**config.mk**
```make
export PLATFORM = sky130hd
export DESIGN_NAME = eeprom_i2c_slave
export DESIGN_NICKNAME = d
export VERILOG_FILES = /design/src/rtl/eeprom_pkg.sv /design/src/rtl/i2c_line_mon.sv /design/src/rtl/eeprom_array.sv /design/src/rtl/eeprom_wr_timer.sv /design/src/rtl/eeprom_i2c_slave.sv
export SDC_FILE = /design/constraint.sdc
export NUM_CORES = 2
export LEC_CHECK = 0
export BUFFER_PORTS_ARGS = -buffer_cell sky130_fd_sc_hd__buf_2
export CAP_MARGIN = 25
export CORE_MARGIN = 2
export CORE_UTILIZATION = 61
export CTS_CLUSTER_DIAMETER = 40
export CTS_CLUSTER_SIZE = 12
export DETAILED_ROUTE_END_ITERATION = 7
export PLACE_DENSITY = 0.85
export SYNTH_ARGS = -nofsm -noshare
export SYNTH_HDL_FRONTEND = slang
export SYNTH_HIERARCHICAL = 1
export SYNTH_SLANG_ARGS = --single-unit
```
**constraint.sdc**
```tcl
create_clock -name clk -period 4.3 [get_ports clk]
set_clock_uncertainty 0.15 [all_clocks]
set_input_delay 0 -clock clk [delete_from_list [all_inputs] [get_ports clk]]
set_output_delay 0 -clock clk [all_outputs]
set_load 0.02 [all_outputs]
```
**src/rtl/eeprom_pkg.sv**
```systemverilog
package eeprom_pkg;
  localparam logic [3:0] TYPE_ARRAY = 4'b1010;
  localparam logic [3:0] TYPE_PROT  = 4'b0110;

  typedef enum logic [2:0] {
    S_IDLE,
    S_SEL,
    S_ADDR,
    S_WDATA,
    S_ACK,
    S_RDATA,
    S_RACK
  } slv_state_t;
endpackage

```
**src/rtl/i2c_line_mon.sv**
```systemverilog
module i2c_line_mon #(
  parameter int STAGES = 2
) (
  input  logic clk,
  input  logic rst_n,
  input  logic scl_in,
  input  logic sda_in,
  output logic sda_lvl,
  output logic scl_rise,
  output logic scl_fall,
  output logic start_det,
  output logic stop_det
);
  logic [STAGES-1:0] scl_sy, sda_sy;
  logic scl_d, sda_d, scl_lvl;

  // synchronizer chain, one flop per stage
  genvar g;
  generate
    for (g = 0; g < STAGES; g++) begin : g_sync
      always_ff @(posedge clk or negedge rst_n) begin
        if (!rst_n) begin
          scl_sy[g] <= 1'b1;
          sda_sy[g] <= 1'b1;
        end else if (g == 0) begin
          scl_sy[g] <= scl_in;
          sda_sy[g] <= sda_in;
        end else begin
          scl_sy[g] <= scl_sy[(g == 0) ? 0 : g-1];
          sda_sy[g] <= sda_sy[(g == 0) ? 0 : g-1];
        end
      end
    end
  endgenerate

  assign scl_lvl = scl_sy[STAGES-1];
  assign sda_lvl = sda_sy[STAGES-1];

  always_ff @(posedge clk or negedge rst_n) begin
    if (!rst_n) begin
      scl_d <= 1'b1;
      sda_d <= 1'b1;
    end else begin
      scl_d <= scl_lvl;
      sda_d <= sda_lvl;
    end
  end

  assign scl_rise  = scl_lvl & ~scl_d;
  assign scl_fall  = ~scl_lvl & scl_d;
  assign start_det = scl_lvl & scl_d & sda_d & ~sda_lvl;
  assign stop_det  = scl_lvl & scl_d & ~sda_d & sda_lvl;
endmodule

```
**src/rtl/eeprom_array.sv**
```systemverilog
module eeprom_array #(
  parameter int AW = 8,
  parameter int DW = 8
) (
  input  logic          clk,
  input  logic          rst_n,
  input  logic          we,
  input  logic [AW-1:0] waddr,
  input  logic [DW-1:0] wdata,
  input  logic [AW-1:0] raddr,
  output logic [DW-1:0] rdata
);
  localparam int DEPTH = 1 << AW;
  logic [DW-1:0] mem [DEPTH];

  always_ff @(posedge clk or negedge rst_n) begin
    if (!rst_n) begin
      for (int i = 0; i < DEPTH; i++) mem[i] <= '0;
    end else if (we) begin
      mem[waddr] <= wdata;
    end
  end

  assign rdata = mem[raddr];
endmodule

```
**src/rtl/eeprom_wr_timer.sv**
```systemverilog
module eeprom_wr_timer #(
  parameter int CYCLES = 64
) (
  input  logic clk,
  input  logic rst_n,
  input  logic kick,
  output logic busy
);
  localparam int CW = $clog2(CYCLES + 1);
  logic [CW-1:0] left;

  always_ff @(posedge clk or negedge rst_n) begin
    if (!rst_n)         left <= '0;
    else if (kick)      left <= CW'(CYCLES);
    else if (left != 0) left <= left - 1'b1;
  end

  assign busy = (left != 0);
endmodule

```
**src/rtl/eeprom_i2c_slave.sv**
```systemverilog
module eeprom_i2c_slave
  import eeprom_pkg::*;
#(
  parameter int WR_CYCLES   = 64,
  parameter int SYNC_STAGES = 2
) (
  input  logic       clk,
  input  logic       rst_n,
  input  logic       scl_i,
  input  logic       sda_i,
  output logic       sda_oe,
  input  logic [2:0] strap_ce,
  input  logic       wr_ctl
);
  localparam int AW = 8;
  localparam int DW = 8;
  localparam int RW = AW - 4;   // width of the row-offset field (4 bits)

  logic sda_s, scl_rise, scl_fall, start_det, stop_det;
  slv_state_t state, after_ack;
  logic [DW-1:0] shreg, prot, mem_rdata, rd_byte;
  logic [AW-1:0] ptr;
  logic [3:0] cnt;
  logic tgt_prot, wrote, m_ack, oe_q;
  logic busy, mem_we, prot_we, byte_done, row_locked, wr_ok, sel_hit, sel_prot;

  i2c_line_mon #(.STAGES(SYNC_STAGES)) u_mon (
    .clk(clk), .rst_n(rst_n), .scl_in(scl_i), .sda_in(sda_i),
    .sda_lvl(sda_s), .scl_rise(scl_rise), .scl_fall(scl_fall),
    .start_det(start_det), .stop_det(stop_det)
  );

  eeprom_array #(.AW(AW), .DW(DW)) u_mem (
    .clk(clk), .rst_n(rst_n), .we(mem_we), .waddr(ptr), .wdata(shreg),
    .raddr(ptr), .rdata(mem_rdata)
  );

  eeprom_wr_timer #(.CYCLES(WR_CYCLES)) u_tmr (
    .clk(clk), .rst_n(rst_n), .kick(stop_det & wrote), .busy(busy)
  );

  // Decisions taken at the falling SCL edge that follows the 8th bit
  assign byte_done  = scl_fall && (cnt == 4'd8) && !start_det && !stop_det;
  assign row_locked = prot[7] && (ptr[AW-1:RW] >= prot[RW-1:0]);
  assign wr_ok      = !wr_ctl && (tgt_prot || !row_locked);
  assign sel_prot   = (shreg[7:4] == TYPE_PROT);
  assign sel_hit    = ((shreg[7:4] == TYPE_ARRAY) || sel_prot) &&
                      (shreg[3:1] == strap_ce) && !busy;
  assign mem_we     = (state == S_WDATA) && byte_done && wr_ok && !tgt_prot;
  assign prot_we    = (state == S_WDATA) && byte_done && wr_ok && tgt_prot;
  assign rd_byte    = tgt_prot ? prot : mem_rdata;

  always_ff @(posedge clk or negedge rst_n) begin
    if (!rst_n) prot <= '0;
    else if (prot_we) prot <= shreg;
  end

  always_ff @(posedge clk or negedge rst_n) begin
    if (!rst_n) begin
      state     <= S_IDLE;
      after_ack <= S_IDLE;
      shreg     <= '0;
      ptr       <= '0;
      cnt       <= '0;
      tgt_prot  <= 1'b0;
      wrote     <= 1'b0;
      m_ack     <= 1'b0;
      oe_q      <= 1'b0;
    end else if (start_det) begin
      state <= S_SEL;
      cnt   <= '0;
      oe_q  <= 1'b0;
    end else if (stop_det) begin
      state <= S_IDLE;
      cnt   <= '0;
      oe_q  <= 1'b0;
      wrote <= 1'b0;
    end else begin
      unique case (state)
        S_IDLE: ;
        S_SEL, S_ADDR, S_WDATA: begin
          if (scl_rise && cnt < 4'd8) begin
            shreg <= {shreg[DW-2:0], sda_s};
            cnt   <= cnt + 1'b1;
          end else if (byte_done) begin
            cnt <= '0;
            if (state == S_SEL) begin
              if (sel_hit) begin
                tgt_prot  <= sel_prot;
                oe_q      <= 1'b1;
                state     <= S_ACK;
                after_ack <= shreg[0] ? S_RDATA : (sel_prot ? S_WDATA : S_ADDR);
              end else begin
                state <= S_IDLE;
              end
            end else if (state == S_ADDR) begin
              ptr       <= shreg;
              oe_q      <= 1'b1;
              state     <= S_ACK;
              after_ack <= S_WDATA;
            end else begin
              if (wr_ok) begin
                oe_q      <= 1'b1;
                state     <= S_ACK;
                after_ack <= S_WDATA;
                wrote     <= 1'b1;
                if (!tgt_prot)
                  ptr <= {ptr[AW-1:RW], ptr[RW-1:0] + 1'b1};
              end else begin
                state <= S_IDLE;
              end
            end
          end
        end
        S_ACK: begin
          if (scl_fall) begin
            cnt   <= '0;
            state <= after_ack;
            if (after_ack == S_RDATA) begin
              shreg <= rd_byte;
              oe_q  <= ~rd_byte[DW-1];
            end else begin
              oe_q  <= 1'b0;
            end
          end
        end
        S_RDATA: begin
          if (scl_rise) begin
            cnt <= cnt + 1'b1;
          end else if (scl_fall) begin
            if (cnt == 4'd8) begin
              oe_q  <= 1'b0;
              cnt   <= '0;
              state <= S_RACK;
              if (!tgt_prot) ptr <= ptr + 1'b1;
            end else begin
              shreg <= {shreg[DW-2:0], 1'b0};
              oe_q  <= ~shreg[DW-2];
            end
          end
        end
        S_RACK: begin
          if (scl_rise) begin
            m_ack <= ~sda_s;
          end else if (scl_fall) begin
            if (m_ack) begin
              shreg <= rd_byte;
              oe_q  <= ~rd_byte[DW-1];
              state <= S_RDATA;
            end else begin
              state <= S_IDLE;
            end
          end
        end
        default: state <= S_IDLE;
      endcase
    end
  end

  assign sda_oe = oe_q;
endmodule

```
# Word-level counts from Yosys, hierarchy flattened
# Cells that the tools add are included.
dict set report word_totals {
  regBits 2099
  output_inout_bits 1
  wordCells 474
}
dict set report classes {
  n_addsub 4
  magnitude_cmp 4
  n_eq_ne 47
  muxes 84
  bitwise 18
  n_reduce_logical 43
}
# cell count
set ops {}
lappend ops {{$bwmux W2048} 1}
lappend ops {{$mux W8} 21}
lappend ops {{$bmux W8 S8} 1}
lappend ops {{$demux W8 S8} 1}
lappend ops {{$mux W3} 20}
lappend ops {{$mux W4} 10}
lappend ops {{$ne A2 B2 Y1 const B} 19}
lappend ops {{$ne A4 B4 Y1 const B} 9}
lappend ops {{$pmux W8 S4} 1}
lappend ops {{$reduce_and A12 Y1} 2}
lappend ops {{$mux W1} 23}
lappend ops {{$reduce_and A11 Y1} 2}
lappend ops {{$reduce_and A7 Y1} 3}
lappend ops {{$ne A5 B5 Y1 const B} 4}
lappend ops {{$pmux W8 S2} 1}
lappend ops {{$pmux W3 S5} 1}
lappend ops {{$mux W7} 2}
lappend ops {{$logic_and A1 B1 Y1} 13}
lappend ops {{$eq A3 B3 Y1 const B} 4}
lappend ops {{$pmux W4 S3} 1}
lappend ops {{$reduce_bool A2 Y1} 5}
lappend ops {{$ge A9 B9 Y1 const B} 1}
lappend ops {{$lt A9 B1 Y1 const B} 1}
lappend ops {{$ne A3 B3 Y1 const B} 3}
lappend ops {{27 further kinds} 51}

# Logic depth before layout (Yosys ltp)
dict set report logic_depth {
  ltp_word 13
  ltp_mapped 17
  depth_no_buf 12
}

# Cells and area by module
# Netlist, hierarchy kept.
# module instances cells_each area_each_um2 seq_area_each_um2
set by_module_without_submodules {}
lappend by_module_without_submodules {eeprom_array 1 6068 93414.6 51249.2}
lappend by_module_without_submodules {eeprom_i2c_slave 1 284 2561.2 950.9}
lappend by_module_without_submodules {eeprom_wr_timer 1 39 389.1 175.2}
lappend by_module_without_submodules {i2c_line_mon 1 10 190.2 157.7}

# Worst setup path before layout
# OpenSTA, ideal clock, no wires.
dict set report synth_path {
  path_kind {register -> register}
  startpoint {register ptr[6]}
  endpoint {register u_mem/mem[1408] in the netlist's numbering}
  setup_ns 0.125
  arrival_ns 3.306
  slack_ns 0.719
  path_stages_with_launch 14
  path_buffers 3
  period_less_slack_ns 3.581
  path_cell_list {dfrtp_1 > ha_1 > a21o_1 > a21oi_1 > a211o_1 > nand2_1 > nor4_1 > clkbuf_1 > and3_1 > clkbuf_1 > nand2_1 > clkbuf_1 > nor2_1 > mux2_2}
}
dict set report synth_between {
  elab_chain_cells 7
  elab_cells_between_ends 14
  cone_classes {order compare (3); mux (3); bitwise (1); reduce/logical (7)}
}
# element line
set synth_rtl {}
lappend synth_rtl {{from (decl)} eeprom_i2c_slave.sv:22} ;# logic [AW-1:0] ptr;
lappend synth_rtl {{from (signal assigned)} eeprom_i2c_slave.sv:97} ;# ptr <= shreg;
lappend synth_rtl {{from (signal assigned)} eeprom_i2c_slave.sv:108} ;# ptr <= {ptr[AW-1:RW], ptr[RW-1:0] + 1'b1};
lappend synth_rtl {{from (signal assigned)} eeprom_i2c_slave.sv:135} ;# if (!tgt_prot) ptr <= ptr + 1'b1;
lappend synth_rtl {{$ge A4 B4 Y1} eeprom_i2c_slave.sv:44} ;# assign row_locked = prot[7] && (ptr[AW-1:RW] >= prot[RW-1:0]);
lappend synth_rtl {{$logic_and A1 B1 Y1} eeprom_i2c_slave.sv:44}
lappend synth_rtl {{$logic_not A1 Y1} eeprom_i2c_slave.sv:45} ;# assign wr_ok = !wr_ctl && (tgt_prot || !row_locked);
lappend synth_rtl {{$logic_or A1 B1 Y1} eeprom_i2c_slave.sv:45}
lappend synth_rtl {{$logic_and A1 B1 Y1} eeprom_i2c_slave.sv:45}
lappend synth_rtl {{$logic_and A1 B1 Y1 (2 in series)} eeprom_i2c_slave.sv:49} ;# assign mem_we = (state == S_WDATA) && byte_done && wr_ok && !tgt_prot;
lappend synth_rtl {{via mem_we} eeprom_i2c_slave.sv:25} ;# logic busy, mem_we, prot_we, byte_done, row_locked, wr_ok, sel_hit, sel_prot;
lappend synth_rtl {{to (signal, indexed assignment)} eeprom_array.sv:20} ;# mem[waddr] <= wdata;
lappend synth_rtl {{to (decl)} eeprom_array.sv:14} ;# logic [DW-1:0] mem [DEPTH];
# The timed path passes the listed nets, and every way through them passes these cells.
# A chain may end at the register's enable or synchronous reset.

# Worst setup path in the final report
dict set report layout_path {
  startpoint {register ptr[0]}
  endpoint {register shreg[5]}
}
dict set report layout_between {
  elab_chain_cells 9
  elab_cells_between_ends 11
  cone_classes {mux (10); bitwise (1)}
}
# element line
set layout_rtl {}
lappend layout_rtl {{$not A8 Y9 (implied by the code) (*)} eeprom_array.sv:24} ;# assign rdata = mem[raddr];
lappend layout_rtl {{$bmux W8 S8 (*)} eeprom_array.sv:24}
lappend layout_rtl {{$mux W8 (implied by the code) (*) (2 in series)} eeprom_array.sv:24}
lappend layout_rtl {{via mem_rdata[5]} eeprom_i2c_slave.sv:21} ;# logic [DW-1:0] shreg, prot, mem_rdata, rd_byte;
lappend layout_rtl {{$mux W8 (*)} eeprom_i2c_slave.sv:51} ;# assign rd_byte = tgt_prot ? prot : mem_rdata;
lappend layout_rtl {{$mux W8} eeprom_i2c_slave.sv:146} ;# if (m_ack) begin
lappend layout_rtl {{$mux W8} eeprom_i2c_slave.sv:145} ;# end else if (scl_fall) begin
lappend layout_rtl {{$mux W8} eeprom_i2c_slave.sv:143} ;# if (scl_rise) begin
lappend layout_rtl {{$pmux W8 S4 (*)} eeprom_i2c_slave.sv:79} ;# unique case (state)
lappend layout_rtl {{to (signal assigned)} eeprom_i2c_slave.sv:83} ;# shreg <= {shreg[DW-2:0], sda_s};
lappend layout_rtl {{to (signal assigned)} eeprom_i2c_slave.sv:137} ;# shreg <= {shreg[DW-2:0], 1'b0};
lappend layout_rtl {{to (signal assigned)} eeprom_i2c_slave.sv:147} ;# shreg <= rd_byte;
lappend layout_rtl {{to (decl)} eeprom_i2c_slave.sv:21}
# Mark *: on every way through the listed nets, which the timed path passes. The rest lies on a longest branch. The select of a mux whose other input is x is not followed.

==> impl_metrics.json <==
{
  "multi_input_area_mm2": 0.0415,
  "syn_area_per_cell_um2": 15.1,
  "status": "finished, final reports clean",
  "synth_top_area_share_pct": 54.2,
  "via_count": 59300,
  "worst_slew_pin_slew_ns": 1.37,
  "syn_nets": 6417,
  "required_ns": 4.89,
  "hp-class": "in2reg",
  "port_buffers": 8,
  "setup_viol": 0,
  "path_max_fanout": 44,
  "critPathSlowestCell": "nor4_1",
  "synth_area_mm2": 0.0966,
  "routed_via_density": 6.79,
  "drc": 0,
  "drive_gt1_share_pct": 49.9,
  "layout.nets": 6530,
  "design_area_mm2": 0.108,
  "slowest_delay_ns": 0.71,
  "rrSetupSlack_ns": 0.06,
  "startpoint_type": "register",
  "slew_viol_final": 0,
  "nFillCells": 9911,
  "avgRoutedWirePerCell_um": 28.7,
  "grt_start_max_net_pins": 261,
  "clock-sinks": 2099,
  "postSynth.asyncResetShare_pct": 100,
  "ys.flop_type": "dfrtp_1",
  "min_period_ns": 4.24,
  "synth_edf_count": 0,
  "final_cell_count_no_fill": 8735,
  "period_share_pct": 98.6,
  "grt_util_all_layers_pct": 31.3,
  "synth_area_leaders": "dfrtp_1 (54%), mux2_2 (24%), mux4_2 (10%)",
  "post_synth_num_cell_types": 81,
  "fmax_mhz": 236,
  "place_area_mm2": 0.0999,
  "path_class": "reg2reg",
  "ys_top_cells_by_count": "dfrtp_1 (2093), mux2_2 (2068), mux4_2 (443)",
  "utilization_pct": 68.2,
  "cts_tree": "yes",
  "dr.pass1.iters": 6,
  "syn_to_final_growth_pct": 11.4,
  "ys_warn_count": 6,
  "ff_latch_area_mm2": 0.0526,
  "whs_path_depth": 5,
  "grt_pass1_wl_um": 388000,
  "numCtsBuffers": 226,
  "p_leak_nw": 51.8,
  "relSlewSlack_pct": 8.94,
  "cts_max_level": 4,
  "ff2ff_path_depth": 12,
  "grt_pass1_vias": 62700,
  "synthCells": 6401,
  "cp_cell_sequence": "buf_4 -> buf_12 -> mux4_2 -> nand2b_1 -> a22oi_1 -> nor2_1 -> nor4_1 -> buf_4 -> nor4_1 -> mux2i_1 -> o21ai_0 -> mux2_2",
  "die_w_um": 402,
  "core-area_mm2": 0.158,
  "clk_pin_slew_worst_paths_ns": 0.06,
  "cp.arrival_ns": 4.83,
  "maxCapViolCount": 0,
  "place_ws_ns": -0.182,
  "rsz0062_at_grt": "no",
  "cpLargestDelayFamily": "simple AND/OR/NAND/NOR gates",
  "power_density_mw_per_mm2": 406,
  "start_util_pct": 61.2,
  "routed_wl_um": 250000,
  "endpoint_kind": "register",
  "setup_slack_ns": 0.0617,
  "die_y_um": 402,
  "yosysSeqAreaShare_pct": 54.4,
  "gr-total-overflow": 0,
  "ant_nets": 0,
  "drt-initial-drc-count": 6192,
  "ioPinCount": 9,
  "antenna_found_initial": 9,
  "path_buf_inv": 3,
  "numPlacedInstances": 8338,
  "cp.depth": 12,
  "synth_top_area_cell": "dfrtp_1",
  "timing.final.hold_violations": 0,
  "cts-root-buf": "clkbuf_16",
  "yosysMostFrequentCell": "dfrtp_1",
  "gp_congestion": 0.910,
  "yosys_register_bits": 2099,
  "dpl.hpwl_um": 154000,
  "die-area_mm2": 0.161,
  "clockBufferDepth": 3,
  "rows": 146,
  "clk_latency_ns": 0.86,
  "ir_drop_mv": 0.703,
  "hold_ws_ns": 0.115
}
==> area by class of cell <==
class | count | share of cell area, %
flip-flops and latches | 2099 | 48.9
multi-input cells | 3804 | 38.6
clock buffers | 298 | 5.89
repair buffers | 357 | 3.15
well taps | 2072 | 2.41
clock inverters | 78 | 0.990
inverters | 26 | 0.0907
diodes | 1 | 0.00233
==> layout by cell type, fill, tap and decap left out, drive strengths merged, types with 57 or more instances in the layout <==
cell,count
a21oi,122
mux2,2068
a22oi,163
clkbuf,298
dfrtp,2093
mux4,443
mux2i,161
nand2,188
nor2,219
o21ai,57
buf,346
==> flip-flops by register name (all words and copies together) (netlist names), 3 cells and up <==
signal / flops
state: 3
shreg: 8
after_ack: 3
u_mem/mem: 2048
u_tmr/left: 7
cnt: 4
prot: 8
ptr: 8
==> cell families after synthesis <==
family                     count (synthesis)  share of synthesized area [%]
and+or+nand+nor                          620                           3.15
AOI/OAI and AO/OA                        500                           3.52
adders and majority gates                  8                          0.104
DFF                                     2099                           54.4
muxes                                   2672                           36.1
xor gates and xnor gates                   4                         0.0363
buffers and inverters                    498                           2.67
==> per-stage QoR <==
stage               TNS [ns]  power (mW)
finish                     0        43.7
global route               0        45.0
CTS                        0        43.7
detailed placement    -0.182        24.5
global placement      -0.145        24.3
floorplan                  0        22.6
==> final timing paths <==
check	end	from
setup / recovery	shreg[5]	ptr[0]
hold / removal	wrote	wr_ctl
setup reg to reg	shreg[5]	ptr[0]
hold reg to reg	u_mon/sda_lvl	u_mon/sda_sy[0]
max in group asynchronous	u_mem/mem[214]	rst_n
min in group asynchronous	u_mem/mem[1928]	rst_n
==> power breakdown <==
group	switching, mW	internal (mW)	total (mW)	leakage (nW)
clock network	7.89	11.5	19.4	3.60
logic	3.41	0.565	3.98	19.0
registers	0.491	19.8	20.3	29.3
==> layer usage <==
| metal | global-route usage, % | share of wire (%) | vias to the layer above |
|---|---|---|---|
| li1 | - | - | 24100 |
| met1 | 42.9 | 39 | 31800 |
| met2 | 48.2 | 47 | 2698 |
| met3 | 7.46 | 9.0 | 699 |
| met4 | 14.2 | 4.8 | 12 |
| met5 | 0 | 0.031 | - |
==> repair_timing <==
action,in CTS,in global routing
cloned,0,0
endpoints found under the setup margin,1,24
buffers inserted,0,6
endpoints found under the hold margin,2120,0
hold buffers,12,0
resized for setup,1,5
==> worst min-delay path, stage by stage <==
cell           delay (ns)
dlygate4sd3_1        0.53
buf_2                0.16
nor2_1               0.12
a31oi_1              0.20
a21oi_1              0.05
Note: power is estimated with default switching activity, not from simulation.
